===== config.mk =====
export PLATFORM = sky130hd
export DESIGN_NAME = pfc_flush_ctrl
export DESIGN_NICKNAME = d
export VERILOG_FILES = /design/src/rtl/pfc_pkg.sv /design/src/rtl/pfc_fetch.sv /design/src/rtl/pfc_stage.sv /design/src/rtl/pfc_irq.sv /design/src/rtl/pfc_flush_ctrl.sv
export SDC_FILE = /design/constraint.sdc
export NUM_CORES = 1
export LEC_CHECK = 0
export ABC_AREA = 1
export CELL_PAD_IN_SITES_DETAIL_PLACEMENT = 0
export CELL_PAD_IN_SITES_GLOBAL_PLACEMENT = 2
export CORE_ASPECT_RATIO = 1.1
export CORE_MARGIN = 10
export CORE_UTILIZATION = 38
export DETAILED_ROUTE_END_ITERATION = 12
export DONT_BUFFER_PORTS = 1
export GPL_TIMING_DRIVEN = 0
export PLACE_DENSITY = 0.87
export SYNTH_ARGS = -nofsm -noshare
export SYNTH_HDL_FRONTEND = slang
export SYNTH_SLANG_ARGS = --single-unit
export TNS_END_PERCENT = 100

===== constraint.sdc =====
create_clock -name clk -period 2.5 [get_ports clk]
set_input_delay 0.25 -clock clk [delete_from_list [all_inputs] [get_ports clk]]
set_output_delay 0.25 -clock clk [all_outputs]
set_load 0.05 [all_outputs]

===== src/rtl/pfc_pkg.sv =====
package pfc_pkg;
  localparam int unsigned INSTR_BYTES   = 4;
  localparam int unsigned PC_READ_AHEAD = 2 * INSTR_BYTES;

  typedef enum logic [1:0] {
    NPC_HOLD  = 2'd0,
    NPC_SEQ   = 2'd1,
    NPC_REDIR = 2'd2,
    NPC_VEC   = 2'd3
  } npc_sel_e;
endpackage


===== src/rtl/pfc_fetch.sv =====
module pfc_fetch
  import pfc_pkg::*;
#(
  parameter int AW = 32
) (
  input  logic          clk,
  input  logic          rst,
  input  npc_sel_e      sel,
  input  logic [AW-1:0] redir_tgt_al,
  input  logic [AW-1:0] vec_al,
  output logic          req_valid,
  output logic [AW-1:0] req_addr
);
  always_ff @(posedge clk) begin
    if (rst) begin
      req_valid <= 1'b0;
      req_addr  <= '0;
    end else begin
      req_valid <= 1'b1;
      unique case (sel)
        NPC_SEQ:   req_addr <= req_addr + AW'(INSTR_BYTES);
        NPC_REDIR: req_addr <= redir_tgt_al;
        NPC_VEC:   req_addr <= vec_al;
        default:   req_addr <= req_addr;
      endcase
    end
  end
endmodule


===== src/rtl/pfc_stage.sv =====
module pfc_stage #(
  parameter int AW = 32,
  parameter int IW = 32
) (
  input  logic          clk,
  input  logic          rst,
  input  logic          in_vld,
  input  logic [AW-1:0] in_pc,
  input  logic [IW-1:0] in_ins,
  input  logic          kill,
  output logic          out_vld,
  output logic [AW-1:0] out_pc,
  output logic [IW-1:0] out_ins
);
  always_ff @(posedge clk) begin
    if (rst) out_vld <= 1'b0;
    else     out_vld <= in_vld & ~kill;
  end

  always_ff @(posedge clk) begin
    out_pc  <= in_pc;
    out_ins <= in_ins;
  end
endmodule


===== src/rtl/pfc_irq.sv =====
module pfc_irq #(
  parameter int AW = 32
) (
  input  logic          clk,
  input  logic          rst,
  input  logic          irq_req,
  input  logic          irq_en,
  input  logic          redir,
  input  logic [AW-1:0] redir_tgt_al,
  input  logic          d_vld,
  input  logic [AW-1:0] d_pc,
  input  logic [AW-1:0] f_pc,
  output logic          take,
  output logic          ack,
  output logic [AW-1:0] ret_addr
);
  logic pend;
  logic [AW-1:0] resume_pc;

  assign take = (pend | irq_req) & irq_en;

  always_comb begin
    if (redir)      resume_pc = redir_tgt_al;
    else if (d_vld) resume_pc = d_pc;
    else            resume_pc = f_pc;
  end

  always_ff @(posedge clk) begin
    if (rst) begin
      pend     <= 1'b0;
      ack      <= 1'b0;
      ret_addr <= '0;
    end else begin
      pend <= (pend | irq_req) & ~take;
      ack  <= take;
      if (take) ret_addr <= resume_pc;
    end
  end
endmodule


===== src/rtl/pfc_flush_ctrl.sv =====
module pfc_flush_ctrl
  import pfc_pkg::*;
#(
  parameter int AW = 32,
  parameter int IW = 32
) (
  input  logic          clk,
  input  logic          rst,
  output logic          imem_req_valid,
  output logic [AW-1:0] imem_req_addr,
  input  logic          imem_rsp_valid,
  input  logic [IW-1:0] imem_rsp_data,
  output logic          ex_valid,
  output logic [AW-1:0] ex_pc,
  output logic [IW-1:0] ex_instr,
  output logic [AW-1:0] ex_pc_read,
  input  logic          redir_valid,
  input  logic [AW-1:0] redir_target,
  input  logic          irq_req,
  input  logic          irq_en,
  input  logic [AW-1:0] irq_vector,
  output logic          irq_ack,
  output logic [AW-1:0] irq_ret_addr
);
  localparam logic [AW-1:0] ALIGN_MASK = ~AW'(INSTR_BYTES - 1);

  logic          redir_eff;
  logic          take;
  logic          flush;
  logic          accept;
  logic [AW-1:0] redir_tgt_al;
  logic [AW-1:0] vec_al;
  npc_sel_e      npc_sel;
  logic          d_vld;
  logic [AW-1:0] d_pc;
  logic [IW-1:0] d_ins;

  assign redir_eff    = redir_valid & ex_valid;
  assign redir_tgt_al = redir_target & ALIGN_MASK;
  assign vec_al       = irq_vector & ALIGN_MASK;
  assign accept       = imem_req_valid & imem_rsp_valid;
  assign flush        = redir_eff | take;

  always_comb begin
    if (take)           npc_sel = NPC_VEC;
    else if (redir_eff) npc_sel = NPC_REDIR;
    else if (accept)    npc_sel = NPC_SEQ;
    else                npc_sel = NPC_HOLD;
  end

  pfc_fetch #(.AW(AW)) u_fetch (
    .clk          (clk),
    .rst          (rst),
    .sel          (npc_sel),
    .redir_tgt_al (redir_tgt_al),
    .vec_al       (vec_al),
    .req_valid    (imem_req_valid),
    .req_addr     (imem_req_addr)
  );

  pfc_stage #(.AW(AW), .IW(IW)) u_dec (
    .clk     (clk),
    .rst     (rst),
    .in_vld  (accept),
    .in_pc   (imem_req_addr),
    .in_ins  (imem_rsp_data),
    .kill    (flush),
    .out_vld (d_vld),
    .out_pc  (d_pc),
    .out_ins (d_ins)
  );

  pfc_stage #(.AW(AW), .IW(IW)) u_exe (
    .clk     (clk),
    .rst     (rst),
    .in_vld  (d_vld),
    .in_pc   (d_pc),
    .in_ins  (d_ins),
    .kill    (flush),
    .out_vld (ex_valid),
    .out_pc  (ex_pc),
    .out_ins (ex_instr)
  );

  always_ff @(posedge clk) begin
    if (rst) ex_pc_read <= '0;
    else     ex_pc_read <= d_pc + AW'(PC_READ_AHEAD);
  end

  pfc_irq #(.AW(AW)) u_irq (
    .clk          (clk),
    .rst          (rst),
    .irq_req      (irq_req),
    .irq_en       (irq_en),
    .redir        (redir_eff),
    .redir_tgt_al (redir_tgt_al),
    .d_vld        (d_vld),
    .d_pc         (d_pc),
    .f_pc         (imem_req_addr),
    .take         (take),
    .ack          (irq_ack),
    .ret_addr     (irq_ret_addr)
  );
endmodule


==> impl_metrics.csv, run 1 <==
group,metric,value,unit
worst_setup_path,worstSetupEndpointType,"flop",
yosys,synth-edff-count,0,
worst_setup_path,worstPathRequired,2950,ps
grt,grt_usage,21.56,%
pwr,switching_share,29.52,%
drt,wl,31.25,mm
floorplan,die-width,158.9,um
yosys,synth_seq_cells,220,
yosys,synth_area,8065,um^2
yosys,ys_seq_area_share,54.61,%
clocking,cts_tree,"built",
yosys,synth_most_common_cell,"dfxtp_1",
place,dp_hpwl,24.26,mm
drt,vias_per_cell,5.148,
pwr,switching_power,0.002658,W
worst_setup_path,path_cells,"nand2_1 > nor2_2 > buf_2 > a22oi_1 > dlygate4sd3_1 > a31oi_1",
grt,antenna_found_initial,3,
sta,max_slew.worst_pin.slew,874.4,ps
final_layout,drive_gt1_share,8.160,%
sta,hold_viol_final,0,
floorplan,ios,265,
grt,grt_overflow,0,
yosys,synth.distinct_cells,37,
sta,rsz0062_at_grt,"no",
drt,drtPass1Iterations,5,
clocking,clk_latency,520,ps
grt,grt_pass1_vias,7172,
yosys,synthArstFlopShare,0,%
yosys,synth_area_leaders,"dfxtp_1, a21oi_1, nand2_1",
grt,grt_pass1_wl,46.22,mm
pwr,p_comb_share,6.9,%
drt,wl_per_cell,22.46,um
yosys,netlist_instances,980,
final_layout,area_growth,24.92,%
yosys,synth_top_cell_by_area,"dfxtp_1",
clocking,cts_sinks,220,
pwr,clockPowerShare,41.8,%
sta,worst_slack,283.5,ps
worst_setup_path,cp_top_family,"buffers and inverters",
drt,drc,0,
pwr,peakVddDrop,0.4295,mV
sta,tns,0,ps
min_path,hp-class,"in -> reg",
floorplan,die-area,27460,um^2
worst_setup_path,critPathMaxStageDelay,610,ps
floorplan,die_height,172.8,um
place,placed_cells,1270,
sta,slew_violations,0,
pwr,cellPowerDensity,893.9,nW/um^2
clocking,clockBufferDepth,3,
yosys,ys.flop_type,"dfxtp_1",
clocking,root_buffer,"clkbuf_16",
sta,fin_crit_sh,88.66,%
clocking,clkTransAtPathRegs,70,ps
pwr,leakage,3.859,nW
place,routabilityCongestion,0.8616,
worst_setup_path,cp_num_buf_inv,2,
pwr,pwr-share-seq,51.3,%
place,port_buffers,0,
yosys,synth_top_area_share,54.61,%
drt,ant_nets,0,
sta,relSlewSlack,41.63,%
clocking,htreeDepth,1,
drt,drt_iter0_drc,533,
worst_setup_path,critPathKind,"reg -> reg",
worst_setup_path,cp-start-kind,"flop",
worst_setup_path,cp_slowest_cell,"dlygate4sd3_1",
sta,finClkSkew,16.72,ps
clocking,numCtsBuffers,23,
place,pre_cts_slack,161.4,ps
grt,grt_max_degree,15,
sta,min_period,2217,ps
worst_setup_path,crit_fanout,10,
drt,via_count,7161,
floorplan,core_area,20710,um^2
yosys,synthTopCellsByCount,"dfxtp_1, nand2_1, a21oi_1",
status,status,"finished clean",
sta,max_freq,451.2,MHz
yosys,syn_avg_cell_area,8.230,um^2
pwr,internal-power,0.006348,W
final_layout,finalNonFillerCells,1391,
floorplan,initial_core_util,38.94,%
job,cap_viol_max_count,0,
final_layout,finalNetCount,1193,
worst_setup_path,critPathArrivalTime,2670,ps
floorplan,num_rows,55,
sta,finalSetupViolCount,0,
sta,hold_ws,11.27,ps
yosys,yosys_warnings,0,
==> tightest hold or removal path, stage by stage <==
cell and delay [ps]:
a22oi_1 50, nand2_1 60, inv_1 30, a21oi_1 100
==> timing repair <==
item | CTS | global route
buffers inserted | 0 | 0
endpoints found under the hold margin | 79 | 0
resized for setup | 0 | 1
hold buffers | 79 | 0
setup endpoints to repair | 0 | 7
==> layout make-up <==
class	instances	area, um^2
repair buffers	79	790.8
well taps	285	356.6
multi-input cells	635	3124
clock buffers	29	648.1
clock inverters	10	186.4
inverters	81	304.0
diodes	3	7.507
flip-flops and latches	220	4405
fillers	2027	10640
plain buffers	49	251.5
==> power by group through the flow <==
stage	logic, W	registers, W	clock network [W]
2_1_floorplan	0.000375	0.00456	0
3_3_place_gp	0.000500	0.00470	0
3_5_place_dp	0.000504	0.00470	0
4_1_cts	0.000620	0.00462	0.00381
5_1_grt	0.000692	0.00465	0.00396
6_report	0.000624	0.00462	0.00376
==> layer usage <==
metal,share of wire (%),vias up,global-route usage [%]
li1,-,3490,-
met1,40,3314,24.20
met2,49,302,38.00
met3,8.2,55,6.271
met4,3.1,0,7.573
met5,0,-,0
==> stage by stage <==
stage	util, %	power [W]	cell area (um^2)
6_report	48.64	0.009006	10070
5_1_grt	48.64	0.009305	10070
4_1_cts	48.60	0.009048	10070
3_5_place_dp	40.75	0.005204	8441
3_3_place_gp	40.75	0.005197	8441
2_1_floorplan	-	0.004934	8084
==> cells by family after synthesis <==
family          share of synthesized area (%)
flops                                   54.61
simple gates                            18.85
buf+inv                                 6.888
compound gates                          18.86
fa+ha+maj                              0.3102
xor+xnor                               0.4345
other cells                           0.04650
==> placed cells by master, fill, tap and decap left out, types with 5 or more instances in the layout <==
master / n
a21oi_1: 130
nor2_4: 10
nor3_1: 20
nand2_2: 6
nand3_1: 48
buf_4: 8
buf_2: 11
a31oi_1: 11
nor2_1: 69
conb_1: 6
o21ai_0: 102
inv_1: 77
nand2_1: 169
bufinv_16: 5
clkbuf_8: 5
clkbuf_16: 23
clkbuf_1: 27
nor2_2: 5
a22oi_1: 28
o211ai_1: 6
dfxtp_1: 219
dlygate4sd3_1: 79
==> worst paths after layout <==
kind               startpoint              endpoint  slack (ps)  depth (start not counted)
max reg2reg     u_exe.out_vld   u_fetch.req_addr[6]         280                          6
min          redir_target[21]  u_fetch.req_addr[21]          10                          4
min reg2reg  u_dec.out_ins[7]      u_exe.out_ins[7]         320                          0
max             u_exe.out_vld   u_fetch.req_addr[6]         280                          6
==> flip-flops by register name, indices dropped and copies added, names as in the netlist <==
| signal | cells |
|---|---|
| u_exe.out_ins | 32 |
| u_dec.out_pc | 30 |
| u_exe.out_pc | 30 |
| u_irq.ret_addr | 31 |
| u_exe.out_vld | 1 |
| ex_pc_read | 30 |
| u_dec.out_vld | 1 |
| u_irq.ack | 1 |
| u_fetch.req_valid | 1 |
| u_dec.out_ins | 32 |
| u_irq.pend | 1 |
| u_fetch.req_addr | 30 |
Power figures use the tool's default switching activity.
==> run 2: changes to the inputs <==
--- a/config.mk
+++ b/config.mk
@@ -10,12 +10,13 @@
 export CELL_PAD_IN_SITES_GLOBAL_PLACEMENT = 2
 export CORE_ASPECT_RATIO = 1.1
 export CORE_MARGIN = 10
-export CORE_UTILIZATION = 38
+export CORE_UTILIZATION = 37
 export DETAILED_ROUTE_END_ITERATION = 12
 export DONT_BUFFER_PORTS = 1
 export GPL_TIMING_DRIVEN = 0
 export PLACE_DENSITY = 0.87
 export SYNTH_ARGS = -nofsm -noshare
 export SYNTH_HDL_FRONTEND = slang
+export SYNTH_HIERARCHICAL = 1
 export SYNTH_SLANG_ARGS = --single-unit
 export TNS_END_PERCENT = 100
==> impl_metrics.csv, run 2 <==
group,metric,value,unit
floorplan,num_rows,60,
worst_setup_path,worstReg2RegStart,"u_fetch/req_valid",
clocking,numCtsBuffers,25,
yosys,synth.distinct_cells,33,
drt,drc,0,
sta,tns,0,ps
yosys,synth_most_common_cell,"nand2_1",
final_layout,postLayoutCoreUtil,46.75,%
drt,drtPass1Iterations,5,
status,status,"finished clean",
worst_setup_path,critPathMaxStageDelay,640,ps
sta,hold_viol_final,0,
drt,ant_nets,0,
sta,relSlewSlack,39.39,%
drt,wl,32.28,mm
yosys,synth_area_leaders,"dfxtp_1, nand2_1, nor2_1",
floorplan,ios,265,
min_path,worstHoldStart,"redir_target[22]",
final_layout,design_area,11440,um^2
yosys,ys_seq_area_share,49.76,%
drt,wl_per_cell,18.56,um
clocking,root_buffer,"clkbuf_16",
drt,via_count,8095,
sta,max_slew.worst_pin.slew,907.9,ps
sta,min_period,2310,ps
sta,max_freq,432.9,MHz
worst_setup_path,r2r_setup_slack,190,ps
grt,grt_usage,19.74,%
sta,finalSetupViolCount,0,
grt,grt_overflow,0,
sta,fin_crit_sh,92.41,%
worst_setup_path,worstSetupEndpointType,"flop",
floorplan,core_area,24470,um^2
grt,grt_pass1_wl,47.91,mm
place,dpl_cell_area,9619,um^2
final_layout,area_growth,24.19,%
grt,grt_max_degree,16,
clocking,cts_setup_buffers,0,
min_path,hp-class,"in -> reg",
yosys,synth_area,9213,um^2
final_layout,drive_gt1_share,9.136,%
yosys,synth_top_cell_by_area,"dfxtp_1",
yosys,syn_avg_cell_area,7.197,um^2
pwr,cellPowerDensity,851.1,nW/um^2
yosys,netlist_instances,1280,
worst_setup_path,cp_top_family,"compound AO/OA/AOI/OAI gates",
clocking,cts_tree,"built",
yosys,synthTopCellsByCount,"nand2_1, dfxtp_1, nor2_1",
floorplan,die-width,170.5,um
worst_setup_path,cp-start-kind,"flop",
drt,drt_iter0_drc,489,
sta,finClkSkew,14.72,ps
worst_setup_path,critPathArrivalTime,2700,ps
place,pre_cts_slack,-46.89,ps
pwr,peakVddDrop,0.4041,mV
worst_setup_path,worstPathRequired,2890,ps
grt,antenna_found_initial,6,
clocking,clkTransAtPathRegs,60,ps
worst_setup_path,rr_worst_depth,6,
clocking,clockBufferDepth,3,
min_path,hold_path_depth,4,
place,dp_hpwl,24.53,mm
min_path,whs_endpoint,"u_irq/ret_addr[22]",
final_layout,final_common_cell,"nand2_1",
worst_setup_path,cp_num_buf_inv,2,
yosys,synth-edff-count,0,
final_layout,finalNonFillerCells,1739,
yosys,ys.flop_type,"dfxtp_1",
drt,vias_per_cell,4.655,
yosys,synthArstFlopShare,0,%
sta,slew_violations,0,
floorplan,die-area,31620,um^2
final_layout,finalNetCount,1509,
clocking,htreeDepth,1,
yosys,synth_top_area_share,49.76,%
place,placed_cells,1595,
grt,grt_pass1_vias,7905,
clocking,cts_sinks,229,
worst_setup_path,crit_fanout,10,
yosys,synth_seq_cells,229,
final_layout,final_cell_mix,"nand2_1, dfxtp_1, nor2_1",
pwr,leakage,4.991,nW
place,port_buffers,0,
place,routabilityCongestion,0.8946,
yosys,yosys_warnings,6,
worst_setup_path,cp_slowest_cell,"dfxtp_1",
sta,worst_slack,189.8,ps
job,cap_viol_max_count,0,
clocking,clk_latency,520,ps
floorplan,die_height,185.5,um
worst_setup_path,rr_endpoint,"u_fetch/req_addr[30]",
sta,rsz0062_at_grt,"no",
worst_setup_path,critPathKind,"reg -> reg",
floorplan,initial_core_util,37.64,%
worst_setup_path,path_cells,"nand2_1 > o21ai_1 > inv_1 > clkbuf_1 > a221oi_1 > a21oi_1",
run 2: kinds of logic (layout without fill, tap and decap cells):
kind of cell,count (synthesis),count (layout),synth area share (%)
other,1,12,0.04071
AO/OA/AOI/OAI,117,117,7.144
adder cells (fa/ha/maj),2,2,0.2716
buffers and inverters,208,346,9.249
AND/OR/NAND/NOR,717,717,32.96
flip-flops,229,229,49.76
XOR/XNOR,6,6,0.5704
run 2: layout make-up:
cell class	instances	area [um^2]
timing repair buffer	93	930.9
clock inverter	16	190.2
multi-input combinational	848	3795
clock buffer	29	680.7
buffer	44	241.5
tap	310	387.9
fill	2536	13030
inverter	164	615.6
antenna	6	15.01
sequential	229	4584
run 2: worst max-delay path by stage:
stage                 startpoint                    to  slack, ps  depth (start not counted)
3_5_place_dp   u_fetch/req_valid  u_fetch/req_addr[30]        -50                          7
4_1_cts        u_fetch/req_valid   u_fetch/req_addr[6]         20                          7
3_3_place_gp   u_fetch/req_valid  u_fetch/req_addr[30]        -60                          7
5_1_grt        u_fetch/req_valid   u_fetch/req_addr[7]         40                          8
6_report       u_fetch/req_valid  u_fetch/req_addr[30]        190                          6
2_1_floorplan  u_fetch/req_valid   u_fetch/req_addr[7]        600                          8
run 2: metrics by stage:
step | total power, W | hold slack (ps)
global route | 0.01019 | 36.28
floorplan | 0.005505 | 277.7
global placement | 0.005846 | 277.8
detailed placement | 0.005860 | 277.8
finish | 0.009738 | 28.78
CTS | 0.009861 | 1.074
run 2: repair_timing:
action,CTS,global route
hold buffers,93,0
gates resized for setup,2,5
pin swaps,0,0
endpoints found under the hold margin,94,0
endpoints found under the setup margin,12,30
run 2: worst register-to-register path, cell delays in order, from the launching register on:
cell,delay [ps]
dfxtp_1,640
nand2_1,220
o21ai_1,350
inv_1,120
clkbuf_1,300
a221oi_1,440
a21oi_1,120
run 2: routing by layer:
layer	global-route usage (%)	vias up	share of wire, %
li1	-	4147	-
met4	6.461	2	2.9
met3	5.849	50	8.6
met2	33.83	270	47
met1	23.12	3626	41
met5	0	-	0.022
run 2: power breakdown:
group / switching [W] / internal [W]
registers: 0.00110 / 0.00395
clock network: 0.00155 / 0.00228
logic: 0.000501 / 0.000353
total: 0.00315 / 0.00658
==> run 3: changes to the inputs <==
--- a/config.mk
+++ b/config.mk
@@ -6,14 +6,15 @@
 export NUM_CORES = 1
 export LEC_CHECK = 0
 export ABC_AREA = 1
+export BUFFER_PORTS_ARGS = -buffer_cell sky130_fd_sc_hd__buf_2
 export CELL_PAD_IN_SITES_DETAIL_PLACEMENT = 0
 export CELL_PAD_IN_SITES_GLOBAL_PLACEMENT = 2
 export CORE_ASPECT_RATIO = 1.1
 export CORE_MARGIN = 10
-export CORE_UTILIZATION = 37
+export CORE_UTILIZATION = 30
 export DETAILED_ROUTE_END_ITERATION = 12
-export DONT_BUFFER_PORTS = 1
 export GPL_TIMING_DRIVEN = 0
+export MAX_ROUTING_LAYER = met4
 export PLACE_DENSITY = 0.87
 export SYNTH_ARGS = -nofsm -noshare
 export SYNTH_HDL_FRONTEND = slang
==> impl_metrics.csv, run 3 (synthesis results as in run 2) <==
group,metric,value,unit
grt,grt_overflow,0,
grt,grt_pass1_wl,52.28,mm
drt,via_count,8776,
sta,finalSetupViolCount,0,
place,dpl_cell_area,11050,um^2
pwr,peakVddDrop,0.4885,mV
sta,tns,0,ps
sta,hold_viol_final,0,
grt,grt_max_degree,15,
worst_setup_path,critPathKind,"in -> reg",
grt,grtUsageMet1,21.52,%
worst_setup_path,critPathArrivalTime,2680,ps
floorplan,die_height,203.8,um
sta,fin_crit_sh,88.88,%
min_path,whs_endpoint,"u_fetch/req_addr[9]",
drt,drt_iter0_drc,457,
status,status,"finished clean",
drt,wl_per_cell,16.87,um
clocking,clkTransAtPathRegs,60,ps
sta,slew_violations,0,
final_layout,regArea,4584,um^2
worst_setup_path,worstReg2RegStart,"u_irq/pend",
clocking,cts_setup_buffers,0,
pwr,finalPower,0.01014,W
worst_setup_path,cp-start-kind,"primary input",
sta,max_slew.worst_pin.slew,722.4,ps
clocking,cts_tree,"built",
final_layout,finalNetCount,1721,
worst_setup_path,rr_endpoint,"u_fetch/req_addr[20]",
final_layout,multi_input_area,3799,um^2
pwr,cellPowerDensity,816.9,nW/um^2
min_path,hp-class,"in -> reg",
drt,drtPass1Iterations,8,
worst_setup_path,crit_fanout,10,
sta,finClkSkew,13.99,ps
worst_setup_path,r2r_setup_slack,290,ps
final_layout,fill_cells,3238,
final_layout,area_growth,34.75,%
clocking,clockBufferDepth,3,
place,routabilityCongestion,0.8938,
final_layout,final_cell_mix,"nand2_1, buf_2, dfxtp_1",
clocking,htreeDepth,1,
grt,grt_usage,18.00,%
final_layout,drive_gt1_share,23.85,%
sta,rsz0062_at_grt,"no",
floorplan,ios,265,
pwr,leakage,5.974,nW
final_layout,final_common_cell,"nand2_1",
grt,grt_use_met2,30.26,%
grt,grt_pass1_vias,8620,
min_path,worstHoldStart,"irq_vector[9]",
grt,antenna_found_initial,2,
floorplan,num_rows,67,
grt,gr-max-usage-layer,"met2",
place,dp_hpwl,26.30,mm
drt,drc,0,
clocking,root_buffer,"clkbuf_16",
drt,ant_nets,0,
grt,met3_usage,3.775,%
floorplan,core_area,30350,um^2
job,cap_viol_max_count,0,
sta,max_freq,450.0,MHz
clocking,clk_latency,530,ps
drt,vias_per_cell,4.279,
sta,relSlewSlack,51.84,%
sta,min_period,2222,ps
floorplan,initial_core_util,30.36,%
worst_setup_path,worstPathRequired,2960,ps
floorplan,die-width,187.1,um
clocking,numCtsBuffers,26,
min_path,hold_path_depth,3,
worst_setup_path,worstSetupEndpointType,"flop",
worst_setup_path,rr_worst_depth,12,
floorplan,die-area,38130,um^2
clocking,cts_sinks,229,
place,port_buffers,260,
drt,wl,34.61,mm
final_layout,design_area,12410,um^2
run 3: changes by cell type in the layout (fill, tap and decap cells not counted), sizes merged:
| cell | previous run | this run |
|---|---|---|
| buf | 24 | 284 |
| dlygate4sd3 | 93 | 44 |
| diode | 6 | 2 |
| inv | 167 | 164 |
| bufinv | 3 | 5 |
| clkbuf | 49 | 50 |
| clkinv | 5 | 6 |
run 3: critical path, cell delays in order:
cell and delay, ps:
dlygate4sd3_1 520, buf_2 140, inv_2 50, nor2_4 200, buf_4 220, inv_1 80, nand2_1 220, nand2_1 90
inv_1 190, buf_2 340, nand2_1 100, nand2_1 110, inv_1 40, a21oi_1 120
run 3: final cells by class:
class                   instances  area share (%)
well taps                     414           4.173
repair buffers                304           14.03
diodes                          2         0.04031
plain buffers                  44           1.955
clock buffers                  30           5.533
flip-flops and latches        229           36.93
multi-input cells             848           30.60
clock inverters                16           1.784
inverters                     164           4.959
run 3: through the flow:
step	utilization [%]	setup slack [ps]	cells	hold WS, ps
2_1_floorplan	-	601.7	1285	277.7
3_3_place_gp	36.41	17.57	1959	310.3
3_5_place_dp	36.41	-6.624	1959	312.1
4_1_cts	40.86	3.536	2049	2.319
5_1_grt	40.91	74.84	2051	24.81
6_report	40.91	277.9	2051	22.22
run 3: routing by layer:
metal / wire length (um) / part of all wire (%) / vias up
met2: 16460 / 48 / 282
met4: 850 / 2.5 / 0
met1: 15190 / 44 / 3869
met3: 2115 / 6.1 / 52
li1: - / - / 4573
met5: 0 / 0 / -
run 3: power by group:
group	switching, W	internal, W
Combinational	0.00137	0.000489
Clock	0.00156	0.00248
Sequential	0.000290	0.00395
Total	0.00322	0.00692
run 3: how the worst max path moves through the flow:
stage                            from  slack, ps              endpoint  depth (start not counted)
floorplan           u_fetch/req_valid        600   u_fetch/req_addr[7]                          8
global placement              irq_req         20   u_fetch/req_addr[4]                         12
detailed placement            irq_req         -7   u_fetch/req_addr[4]                         12
CTS                        u_irq/pend          4   u_fetch/req_addr[7]                         11
global route               u_irq/pend         70  u_fetch/req_addr[20]                         11
finish                         irq_en        280  u_fetch/req_addr[20]                         14
run 3: timing repair:
action | CTS | global route
resized for setup | 0 | 12
hold buffers | 44 | 0
endpoints found under the setup margin | 0 | 28
hold endpoints to repair | 40 | 0
